<file path="config.mk">
export PLATFORM = sky130hd
export DESIGN_NAME = dram_sleep_seq
export DESIGN_NICKNAME = d
export VERILOG_FILES = /design/src/rtl/dram_seq_pkg.sv /design/src/rtl/seq_rst_sync.sv /design/src/rtl/seq_timer.sv /design/src/rtl/seq_req_latch.sv /design/src/rtl/seq_fsm.sv /design/src/rtl/dram_sleep_seq.sv
export SDC_FILE = /design/constraint.sdc
export NUM_CORES = 1
export LEC_CHECK = 0
export ABC_AREA = 0
export CORE_ASPECT_RATIO = 0.7
export CORE_MARGIN = 2
export CORE_UTILIZATION = 54
export DETAILED_ROUTE_END_ITERATION = 10
export PLACE_DENSITY_LB_ADDON = 0.25
export SYNTH_ARGS = -nofsm -noshare
export SYNTH_HDL_FRONTEND = slang
export SYNTH_SLANG_ARGS = --single-unit
</file>
<file path="constraint.sdc">
create_clock -name clk_i -period 0.9 [get_ports clk_i]
set_input_delay 0.135 -clock clk_i [delete_from_list [all_inputs] [get_ports clk_i]]
set_output_delay 0.135 -clock clk_i [all_outputs]
set_load 0.01 [all_outputs]
</file>
<file path="src/rtl/dram_seq_pkg.sv">
package dram_seq_pkg;

  typedef enum logic [3:0] {
    ST_PAUSE    = 4'd0,
    ST_INIT_CAS = 4'd1,
    ST_INIT_RAS = 4'd2,
    ST_INIT_PRE = 4'd3,
    ST_IDLE     = 4'd4,
    ST_SR_CAS   = 4'd5,
    ST_SR_LOW   = 4'd6,
    ST_SR_WAIT  = 4'd7,
    ST_SR_HOLD  = 4'd8,
    ST_SR_TAIL  = 4'd9
  } seq_state_e;

  typedef struct packed {
    logic ras_n;
    logic cas_n;
    logic ready;
    logic busy;
  } strobe_t;

  localparam strobe_t STROBE_RST = '{ras_n: 1'b1, cas_n: 1'b1, ready: 1'b0, busy: 1'b1};

  // nanoseconds to whole cycles, rounded up, never below one cycle
  function automatic int unsigned ns_to_cyc(input int unsigned ns, input int unsigned period);
    int unsigned c;
    c = (ns + period - 1) / period;
    return (c == 0) ? 1 : c;
  endfunction

  function automatic int unsigned max_u(input int unsigned a, input int unsigned b);
    return (a > b) ? a : b;
  endfunction

  function automatic strobe_t strobes_of(input seq_state_e s);
    strobe_t o;
    case (s)
      ST_PAUSE:    o = '{ras_n: 1'b1, cas_n: 1'b1, ready: 1'b0, busy: 1'b1};
      ST_INIT_CAS: o = '{ras_n: 1'b1, cas_n: 1'b0, ready: 1'b0, busy: 1'b1};
      ST_INIT_RAS: o = '{ras_n: 1'b0, cas_n: 1'b0, ready: 1'b0, busy: 1'b1};
      ST_INIT_PRE: o = '{ras_n: 1'b1, cas_n: 1'b1, ready: 1'b0, busy: 1'b1};
      ST_IDLE:     o = '{ras_n: 1'b1, cas_n: 1'b1, ready: 1'b1, busy: 1'b0};
      ST_SR_CAS:   o = '{ras_n: 1'b1, cas_n: 1'b0, ready: 1'b0, busy: 1'b1};
      ST_SR_LOW:   o = '{ras_n: 1'b0, cas_n: 1'b0, ready: 1'b0, busy: 1'b1};
      ST_SR_WAIT:  o = '{ras_n: 1'b0, cas_n: 1'b0, ready: 1'b0, busy: 1'b0};
      ST_SR_HOLD:  o = '{ras_n: 1'b1, cas_n: 1'b0, ready: 1'b0, busy: 1'b1};
      ST_SR_TAIL:  o = '{ras_n: 1'b1, cas_n: 1'b1, ready: 1'b0, busy: 1'b1};
      default:     o = STROBE_RST;
    endcase
    return o;
  endfunction

endpackage

</file>
<file path="src/rtl/seq_rst_sync.sv">
module seq_rst_sync #(
  parameter int unsigned STAGES = 2
) (
  input  logic clk_i,
  input  logic arst_ni,
  output logic srst_no
);
  localparam int unsigned N = (STAGES < 2) ? 2 : STAGES;

  logic [N-1:0] sync_q;

  always_ff @(posedge clk_i or negedge arst_ni) begin
    if (!arst_ni) sync_q <= '0;
    else          sync_q <= {sync_q[N-2:0], 1'b1};
  end

  assign srst_no = sync_q[N-1];
endmodule

</file>
<file path="src/rtl/seq_timer.sv">
module seq_timer #(
  parameter int unsigned W       = 14,
  parameter int unsigned RST_VAL = 0
) (
  input  logic         clk_i,
  input  logic         rst_ni,
  input  logic         load_i,
  input  logic [W-1:0] val_i,
  output logic         done_o
);
  logic [W-1:0] cnt_q, cnt_d;
  logic         cnt_en;

  assign cnt_en = load_i | (cnt_q != '0);

  always_comb begin
    if (load_i) cnt_d = val_i;
    else        cnt_d = cnt_q - 1'b1;
  end

  always_ff @(posedge clk_i or negedge rst_ni) begin
    if (!rst_ni)     cnt_q <= W'(RST_VAL);
    else if (cnt_en) cnt_q <= cnt_d;
  end

  assign done_o = (cnt_q == '0);

  // a running window only ever shortens by one cycle per clock
  assert_timer_step_R1: assert property (@(posedge clk_i) disable iff (!rst_ni)
    (!load_i && (cnt_q != '0)) |=> (cnt_q == $past(cnt_q) - 1'b1));
endmodule

</file>
<file path="src/rtl/seq_req_latch.sv">
module seq_req_latch (
  input  logic clk_i,
  input  logic rst_ni,
  input  logic sleep_req_i,
  input  logic wake_req_i,
  input  logic in_sr_i,
  input  logic take_sleep_i,
  input  logic take_wake_i,
  output logic sleep_pend_o,
  output logic wake_pend_o
);
  logic sleep_q, sleep_d, wake_q, wake_d;
  logic sleep_set, wake_set;

  assign sleep_set = sleep_req_i & ~in_sr_i;
  assign wake_set  = wake_req_i & in_sr_i;

  always_comb begin
    sleep_d = take_sleep_i ? 1'b0 : (sleep_q | sleep_set);
    wake_d  = take_wake_i  ? 1'b0 : (wake_q  | wake_set);
  end

  always_ff @(posedge clk_i or negedge rst_ni) begin
    if (!rst_ni) begin
      sleep_q <= 1'b0;
      wake_q  <= 1'b0;
    end else begin
      sleep_q <= sleep_d;
      wake_q  <= wake_d;
    end
  end

  assign sleep_pend_o = sleep_q;
  assign wake_pend_o  = wake_q;

  // a held wake can only stem from a cycle spent in self-refresh
  assert_wake_only_in_sr_R9: assert property (@(posedge clk_i) disable iff (!rst_ni)
    wake_q |-> $past(in_sr_i));

  // a held sleep request survives until the sequencer consumes it
  assert_sleep_held_R4: assert property (@(posedge clk_i) disable iff (!rst_ni)
    (sleep_q && !take_sleep_i) |=> sleep_q);
endmodule

</file>
<file path="src/rtl/seq_fsm.sv">
module seq_fsm
  import dram_seq_pkg::*;
#(
  parameter int unsigned TW      = 14,
  parameter int unsigned INIT_N  = 8,
  parameter int unsigned SETUP_C = 2,
  parameter int unsigned IRAS_C  = 10,
  parameter int unsigned IPRE_C  = 8,
  parameter int unsigned SRMIN_C = 12500,
  parameter int unsigned HOLD_C  = 7,
  parameter int unsigned TAIL_C  = 10
) (
  input  logic          clk_i,
  input  logic          rst_ni,
  input  logic          done_i,
  input  logic          sleep_pend_i,
  input  logic          wake_pend_i,
  output logic          load_o,
  output logic [TW-1:0] val_o,
  output logic          take_sleep_o,
  output logic          take_wake_o,
  output logic          in_sr_o,
  output logic          ras_n_o,
  output logic          cas_n_o,
  output logic          ready_o,
  output logic          busy_o
);
  localparam int unsigned BW = $clog2(INIT_N + 1);
  localparam logic [BW-1:0] LAST_BURST = BW'(INIT_N - 1);
  localparam logic [TW-1:0] V_SETUP = TW'(SETUP_C - 1);
  localparam logic [TW-1:0] V_IRAS  = TW'(IRAS_C - 1);
  localparam logic [TW-1:0] V_IPRE  = TW'(IPRE_C - 1);
  localparam logic [TW-1:0] V_SRMIN = TW'(SRMIN_C - 1);
  localparam logic [TW-1:0] V_HOLD  = TW'(HOLD_C - 1);
  localparam logic [TW-1:0] V_TAIL  = TW'(TAIL_C - 1);

  seq_state_e      state_q, state_d;
  logic [BW-1:0]   burst_q, burst_d;
  logic            burst_en;
  strobe_t         strobe_q, strobe_d;

  always_comb begin
    state_d      = state_q;
    load_o       = 1'b0;
    val_o        = '0;
    burst_d      = burst_q;
    burst_en     = 1'b0;
    take_sleep_o = 1'b0;
    take_wake_o  = 1'b0;
    case (state_q)
      ST_PAUSE: if (done_i) begin
        state_d = ST_INIT_CAS; load_o = 1'b1; val_o = V_SETUP;
      end
      ST_INIT_CAS: if (done_i) begin
        state_d = ST_INIT_RAS; load_o = 1'b1; val_o = V_IRAS;
      end
      ST_INIT_RAS: if (done_i) begin
        state_d = ST_INIT_PRE; load_o = 1'b1; val_o = V_IPRE;
      end
      ST_INIT_PRE: if (done_i) begin
        if (burst_q == LAST_BURST) begin
          state_d = ST_IDLE;
        end else begin
          state_d  = ST_INIT_CAS; load_o = 1'b1; val_o = V_SETUP;
          burst_en = 1'b1;        burst_d = burst_q + 1'b1;
        end
      end
      ST_IDLE: if (sleep_pend_i) begin
        state_d = ST_SR_CAS; load_o = 1'b1; val_o = V_SETUP; take_sleep_o = 1'b1;
      end
      ST_SR_CAS: if (done_i) begin
        state_d = ST_SR_LOW; load_o = 1'b1; val_o = V_SRMIN;
      end
      ST_SR_LOW: if (done_i) begin
        if (wake_pend_i) begin
          state_d = ST_SR_HOLD; load_o = 1'b1; val_o = V_HOLD; take_wake_o = 1'b1;
        end else begin
          state_d = ST_SR_WAIT;
        end
      end
      ST_SR_WAIT: if (wake_pend_i) begin
        state_d = ST_SR_HOLD; load_o = 1'b1; val_o = V_HOLD; take_wake_o = 1'b1;
      end
      ST_SR_HOLD: if (done_i) begin
        state_d = ST_SR_TAIL; load_o = 1'b1; val_o = V_TAIL;
      end
      ST_SR_TAIL: if (done_i) begin
        state_d = ST_IDLE;
      end
      default: state_d = ST_PAUSE;
    endcase
  end

  assign strobe_d = strobes_of(state_d);

  always_ff @(posedge clk_i or negedge rst_ni) begin
    if (!rst_ni) begin
      state_q  <= ST_PAUSE;
      strobe_q <= STROBE_RST;
    end else begin
      state_q  <= state_d;
      strobe_q <= strobe_d;
    end
  end

  always_ff @(posedge clk_i or negedge rst_ni) begin
    if (!rst_ni)       burst_q <= '0;
    else if (burst_en) burst_q <= burst_d;
  end

  assign in_sr_o = (state_q == ST_SR_CAS) || (state_q == ST_SR_LOW) || (state_q == ST_SR_WAIT);
  assign ras_n_o = strobe_q.ras_n;
  assign cas_n_o = strobe_q.cas_n;
  assign ready_o = strobe_q.ready;
  assign busy_o  = strobe_q.busy;

  // checker counter: cycles of row strobe low, saturating at the minimum
  logic [TW-1:0] low_run_q;
  always_ff @(posedge clk_i or negedge rst_ni) begin
    if (!rst_ni)                          low_run_q <= '0;
    else if (strobe_q.ras_n)              low_run_q <= '0;
    else if (low_run_q != TW'(SRMIN_C))   low_run_q <= low_run_q + 1'b1;
  end

  // row strobe falls only after the column strobe is already low
  assert_cbr_order_R10: assert property (@(posedge clk_i) disable iff (!rst_ni)
    $fell(strobe_q.ras_n) |-> (!strobe_q.cas_n && !$past(strobe_q.cas_n)));

  // column strobe never rises under a low row strobe
  assert_cas_under_ras_R10: assert property (@(posedge clk_i) disable iff (!rst_ni)
    $rose(strobe_q.cas_n) |-> strobe_q.ras_n);

  // ready implies the full burst count was run
  assert_ready_after_burst_R3: assert property (@(posedge clk_i) disable iff (!rst_ni)
    (state_q == ST_IDLE) |-> (burst_q == LAST_BURST));

  // leaving self-refresh only after the minimum low time
  assert_sr_min_low_R6: assert property (@(posedge clk_i) disable iff (!rst_ni)
    ($rose(strobe_q.ras_n) && !strobe_q.cas_n) |-> (low_run_q == TW'(SRMIN_C)));
endmodule

</file>
<file path="src/rtl/dram_sleep_seq.sv">
module dram_sleep_seq
  import dram_seq_pkg::*;
#(
  parameter int unsigned CLK_PERIOD_NS  = 8,
  parameter int unsigned PAUSE_NS       = 100000,
  parameter int unsigned INIT_CYCLES    = 8,
  parameter int unsigned CBR_SETUP_NS   = 10,
  parameter int unsigned INIT_RAS_NS    = 80,
  parameter int unsigned INIT_PRE_NS    = 60,
  parameter int unsigned SR_MIN_LOW_NS  = 100000,
  parameter int unsigned SR_PRE_FAST_NS = 130,
  parameter int unsigned SR_PRE_SLOW_NS = 150,
  parameter int unsigned SR_CAS_HOLD_NS = 50,
  parameter bit          SLOW_GRADE     = 1'b0,
  parameter int unsigned RST_STAGES     = 2
) (
  input  logic clk_i,
  input  logic rst_ni,
  input  logic sleep_req_i,
  input  logic wake_req_i,
  output logic ras_n_o,
  output logic cas_n_o,
  output logic ready_o,
  output logic busy_o
);
  localparam int unsigned PAUSE_C = ns_to_cyc(PAUSE_NS, CLK_PERIOD_NS);
  localparam int unsigned SETUP_C = ns_to_cyc(CBR_SETUP_NS, CLK_PERIOD_NS);
  localparam int unsigned IRAS_C  = ns_to_cyc(INIT_RAS_NS, CLK_PERIOD_NS);
  localparam int unsigned IPRE_C  = ns_to_cyc(INIT_PRE_NS, CLK_PERIOD_NS);
  localparam int unsigned SRMIN_C = ns_to_cyc(SR_MIN_LOW_NS, CLK_PERIOD_NS);
  localparam int unsigned HOLD_C  = ns_to_cyc(SR_CAS_HOLD_NS, CLK_PERIOD_NS);
  localparam int unsigned PRE_C   = SLOW_GRADE ? ns_to_cyc(SR_PRE_SLOW_NS, CLK_PERIOD_NS)
                                               : ns_to_cyc(SR_PRE_FAST_NS, CLK_PERIOD_NS);
  localparam int unsigned TAIL_C  = (PRE_C > HOLD_C) ? (PRE_C - HOLD_C) : 1;
  localparam int unsigned MAX_C   = max_u(max_u(max_u(PAUSE_C, SRMIN_C), max_u(IRAS_C, IPRE_C)),
                                          max_u(max_u(SETUP_C, HOLD_C), TAIL_C));
  localparam int unsigned TW      = $clog2(MAX_C + 1);

  logic          srst_n;
  logic          tmr_load, tmr_done;
  logic [TW-1:0] tmr_val;
  logic          sleep_pend, wake_pend, take_sleep, take_wake, in_sr;

  seq_rst_sync #(.STAGES(RST_STAGES)) u_rst (
    .clk_i   (clk_i),
    .arst_ni (rst_ni),
    .srst_no (srst_n)
  );

  seq_timer #(.W(TW), .RST_VAL(PAUSE_C - 1)) u_timer (
    .clk_i  (clk_i),
    .rst_ni (srst_n),
    .load_i (tmr_load),
    .val_i  (tmr_val),
    .done_o (tmr_done)
  );

  seq_req_latch u_req (
    .clk_i        (clk_i),
    .rst_ni       (srst_n),
    .sleep_req_i  (sleep_req_i),
    .wake_req_i   (wake_req_i),
    .in_sr_i      (in_sr),
    .take_sleep_i (take_sleep),
    .take_wake_i  (take_wake),
    .sleep_pend_o (sleep_pend),
    .wake_pend_o  (wake_pend)
  );

  seq_fsm #(
    .TW(TW), .INIT_N(INIT_CYCLES), .SETUP_C(SETUP_C), .IRAS_C(IRAS_C), .IPRE_C(IPRE_C),
    .SRMIN_C(SRMIN_C), .HOLD_C(HOLD_C), .TAIL_C(TAIL_C)
  ) u_fsm (
    .clk_i        (clk_i),
    .rst_ni       (srst_n),
    .done_i       (tmr_done),
    .sleep_pend_i (sleep_pend),
    .wake_pend_i  (wake_pend),
    .load_o       (tmr_load),
    .val_o        (tmr_val),
    .take_sleep_o (take_sleep),
    .take_wake_o  (take_wake),
    .in_sr_o      (in_sr),
    .ras_n_o      (ras_n_o),
    .cas_n_o      (cas_n_o),
    .ready_o      (ready_o),
    .busy_o       (busy_o)
  );
endmodule

</file>
Yosys cells after proc, flatten, opt, wreduce, memory -nomap -nowiden
Memory sizes are Yosys's and may differ from the RTL's. A register that Yosys moved wholly into a read port is not among the register bits.
Cells that the tools add are included.
- memory bits (read-only): 64
- logic and storage cells: 71
- input bits: 4
- memories kept: 1
- output and inout bits: 4
- flip-flop bits (word level): 26
- muxes and demuxes: 36
- $add $sub $neg: 2
- reduce and logical (&&, ||, !) cells: 9
- bitwise logic cells: 7
- eq/ne operators: 10
- memory list (name ; depth ; bits a word ; rd ports ; clocked after memory_dff ; write ports ; RTL line ; text):
    (name not given) ; 16 ; 4 ; 1 ; 1 ; 0 ; dram_seq_pkg.sv:38 ; case (s)
- operator list (kind ; number):
    $pmux 14 s8 ; 1
    $mux 14 ; 4
    $mux 4 ; 12
    $pmux 4 s10 ; 1
    $eq 4x3->1 const B ; 5
    $logic_not 14->1 ; 1
    $reduce_bool 14->1 ; 1
    $sub 14x1->14 const B ; 1
    $mux 1 ; 13
    $mux 3 ; 3
    $eq 4x2->1 const B ; 2
    $eq 4x4->1 const B ; 2
    $pmux 1 s5 ; 1
    $reduce_or 5->1 ; 1
    $add 4x1->4 const B ; 1
    $eq 4x1->1 const B ; 1
    $logic_not 4->1 ; 1
    $reduce_and 4->1 ; 1
    $or 1x1->1 ; 3
    $and 1x1->1 ; 2
    $logic_or 1x1->1 ; 2
    $not 1->1 ; 2
    $pmux 1 s2 ; 1
    $reduce_or 2->1 ; 1
    $logic_not 1->1 ; 1

Longest topological paths before layout
- depth in word-level cells: 7
- mapped depth: 14
- gate-level depth less buffers: 12

Cells and area by module
From an unflattened synthesis, not the netlist that was laid out.
- cell total of the unflattened synthesis: 199
- area total of the unflattened synthesis: 1900.6 um^2
- by module, submodules not included (module ; times used ; seq. area each (um^2) ; area each (um^2) ; cells an instance):
    seq_fsm ; 1 ; 304.0 ; 932.1 ; 104
    seq_timer ; 1 ; 359.1 ; 837.1 ; 85
    seq_req_latch ; 1 ; 50.0 ; 77.6 ; 7
    seq_rst_sync ; 1 ; 50.0 ; 53.8 ; 3

Worst setup path before layout
Ideal clock, no wire load.
- path kind: reg-to-reg
- start: register u_timer.cnt_q[0]
- end: register u_fsm.cas_n_o (netlist name)
- path buffers: 2
- period minus slack after synthesis: 2.720 ns
- data required time: 0.815 ns
- arrival time: 2.634 ns
- setup slack: -1.820 ns
- cell stages (with the launch flop): 15
- library setup time: 0.085 ns
- cells stage by stage: dfstp_2 -> inv_1 -> ha_1 -> nor4b_4 -> and4_1 -> buf_6 -> buf_12 -> xnor2_1 -> nor3_1 -> a311oi_1 -> ha_1 -> nor2_1 -> a22oi_1 -> o221ai_1 -> mux2i_1
- longest elaborated chain between the ends: 3
- elaborated cells on any way between the ends: 10
- classes of those cells: mux: 9; reduce/logical: 1
- RTL lines (element ; RTL line ; text):
    start, declared ; seq_timer.sv:11 ; logic [W-1:0] cnt_q, cnt_d;
    start signal, assigned ; seq_timer.sv:22 ; if (!rst_ni) cnt_q <= W'(RST_VAL);
    start signal, assigned ; seq_timer.sv:23 ; else if (cnt_en) cnt_q <= cnt_d;
    $logic_not 14->1 * ; seq_timer.sv:26 ; assign done_o = (cnt_q == '0);
    $mux 4, or another cell as far along ; seq_fsm.sv:87 ; ST_SR_TAIL: if (done_i) begin
    $pmux 4 s10 * ; seq_fsm.sv:50 ; case (state_q)
Mark *: on every way between the ends. The rest lies on a longest branch, timed or not.
A chain may end at the register's enable or synchronous reset.

Worst setup path after layout
- start: register u_timer.cnt_q[10]
- end: register u_fsm.cas_n_o (netlist name)
- longest elaborated chain between the ends: 3
- elaborated cells on any way between the ends: 10
- classes of those cells: mux: 9; reduce/logical: 1
- RTL lines (element ; RTL line):
    $logic_not 14->1 * ; seq_timer.sv:26
    $mux 4, or another cell as far along ; seq_fsm.sv:87
    $pmux 4 s10 * ; seq_fsm.sv:50
Marked as above.

==> metrics <==
first-pass GRT wire length approximately 11 mm; Worst R2R Setup Slack -1.80 ns; H-tree Lvls 2; largest net degree at the start of global routing 29; hold slack 0.228 ns; die height 53.9 um; vias in the first global route 2144; Req. time, crit path ~1.1 ns; Synth Flop Type dfrtp_1; fin crit share 299%; post-synth top area share 26.1%; simple-gate share of the synthesized area between 20 and 30%; max-slew violation count 0; largest cells by area after synthesis dfrtp_1 26%, dfstp_2 14%, xnor2_1 4.6%, nor2_1 4.3%, ha_1 3.3%; detail-routed via count per cell 6.89; number of synthesized flops with an enable pin 0; clk buf depth 2; Residual DRC 0; pin slew with the least headroom to its limit 0.516 ns; Max Clock Skew ~0.015 ns; Fin. Hold Viols 0; Ys Warns 0; Die Span X 75.3 um; total congestion overflow 0; Final Critical Period between 2 and 3 ns; Post-Synthesis Cells between 150 and 200; RSZ-0062 raised after global routing yes; initial antenna violation count 0; DRT Pass-1 Iters 5; dpl ws -1.70 ns; arrival time worst endpoint between 2 and 3 ns; Die ar. a little over 4000 um^2; crit path kind flip-flop to flip-flop; clk slew on worst S/H paths 0.08 ns; RePlAce Congestion approximately 0.97; area leader, netlist dfrtp_1; DRT antenna net count 0; Placeable Area 3470 um^2; Hold Crit Class flip-flop to asynchronous set/reset pin; Port Buf Inserts 7; Setup-failing EPs final 32; CP max FO 5; ant diodes 0; status finished, violations left; CTS tree done; post-synthesis adder-cell area fraction under 10%; All-Layer GR Usage 36.7%; Power Density around 2500 nW/um^2; sequential area share after synthesis 39.8%; Rel. slew slack 65.4%; post-synthesis xor/xnor area fraction under 10%; Final HPWL DP between 4 and 5 mm; complex-gate fraction of the synthesized area between 10% and 20%; most common cell after layout, fill and taps aside buf_4; most frequent cells in the layout 76 x buf_4, 15 x dfrtp_1, 14 x nor2_1, 14 x buf_6, 11 x nand2_1; DRT Wirelength between 8 and 9 mm; via count ~2400; violated checks setup timing; setup_tns -35.42 ns; Post-Syn Area per Cell 9.64 um^2; Seq cells post-synth 30; Distinct cells, synth 62; clk root buf clkbuf_8; Nets about 300; DR iter-0 viols roughly 300; max frequency between 300 and 400 MHz; clock sink count 30; Starting Density between 50% and 60%; TritonCTS buffer count 5; share of layout cells above drive strength 1 between 60 and 70%; multiplexer share of the synthesized area between 1.5 and 2%; # rows 18; main combinational cell family by area after synthesis simple AND/OR/NAND/NOR gates; Max Cap Viol 0; crit path launch type flip-flop; Layout Area Growth over Synthesis 66.2%; io pins 8; maximum VDD drop about 1.8 mV; Static Leakage between 0.001 and 0.0015 uW; Routed wire per std cell roughly 26 um; endpoint type of the worst setup path flip-flop; worst skew pair latency about 0.30 ns; fin worst setup slack -1.80 ns; share of synthesized flip-flops with an asynchronous set or reset 100%; Net Count, Synth 208; mapped cell area 1920 um^2
registers in the layout, summed over array words and instances (netlist names), 2 cells and up:
| name | count |
|---|---|
| u_fsm.burst_q | 4 |
| u_fsm.state_q | 4 |
| u_rst.sync_q | 2 |
| u_timer.cnt_q | 14 |
layer usage:
| layer | global-route usage [%] | routed length, um |
|---|---|---|
| met2 | 62.1 | 3940 |
| met3 | 10.9 | 1050 |
| met4 | 16.4 | 593 |
| met5 | 0 | 0 |
| met1 | 43.8 | 3240 |
worst paths after layout:
check                                               from                           to  depth (start not counted)
min reg2reg                    u_rst.sync_q[1]$_DFF_PN0_  u_req.wake_pend_o$_DFF_PN0_                          1
max reg2reg                u_timer.cnt_q[10]$_DFFE_PN0P_      u_fsm.cas_n_o$_DFF_PN1_                         10
min                            u_rst.sync_q[1]$_DFF_PN0_  u_req.wake_pend_o$_DFF_PN0_                          1
min in group clk_i             u_rst.sync_q[0]$_DFF_PN0_    u_rst.sync_q[1]$_DFF_PN0_                          0
max                        u_timer.cnt_q[10]$_DFFE_PN0P_      u_fsm.cas_n_o$_DFF_PN1_                         10
max in group asynchronous                         rst_ni    u_rst.sync_q[1]$_DFF_PN0_                          2
cells in the mapped netlist, types with 5 or more instances:
master	count
nor2_1	22
dfrtp_1	20
nand2_1	14
nor3_1	12
dfstp_2	10
xnor2_1	10
inv_1	9
nand3_1	8
a21oi_1	6
ha_1	5
o21ai_0	5
xor2_1	5
worst max-delay path, cell delays in order, from the launching register on:
cell and delay (ns):
dfrtp_2 0.47, nor4_4 0.35, and4_4 0.34, a21o_1 0.19
a31oi_4 0.12, a311oi_4 0.39, ha_4 0.29, nor2_2 0.11
a22oi_2 0.07, o221ai_2 0.19, mux2i_1 0.11
metrics by stage:
stage / total power [uW] / cells / utilization, % / area (um^2)
floorplan: 3860 / 199 / - / 1980
global placement: 5050 / 317 / 74.7 / 2590
detailed placement: 5240 / 317 / 74.7 / 2590
CTS: 6990 / 334 / 86.2 / 2990
global route: 8070 / 344 / 92.0 / 3190
finish: 7830 / 344 / 92.0 / 3190
cells by family (layout without fill, tap and decap cells):
group           after synthesis  in the layout
simple gates                 84             84
flops                        30             30
fa+ha+maj                     5              5
other cells                   1              1
mux                           3              3
xor+xnor                     15             15
buf+inv                      20            115
compound gates               41             41
power by group:
group / switching (uW) / total, uW / internal (uW)
combinational: 2190 / 4290 / 2100
sequential: 451 / 2350 / 1900
clock: 578 / 1190 / 614
what timing repair did:
action,in CTS,in global routing
setup endpoints to repair,32,32
hold buffers,1,0
endpoints found under the hold margin,2,0
setup buffers,10,14
pin swaps,21,17
gates resized for setup,73,30
area by class of cell:
type | count | area [um^2]
well taps | 50 | 62.6
fillers | 123 | 278
inverters | 9 | 33.8
clock buffers | 6 | 82.6
repair buffers | 98 | 843
clock inverters | 2 | 12.5
multi-input cells | 149 | 1390
flip-flops and latches | 30 | 769
Power figures use the tool's default switching activity.
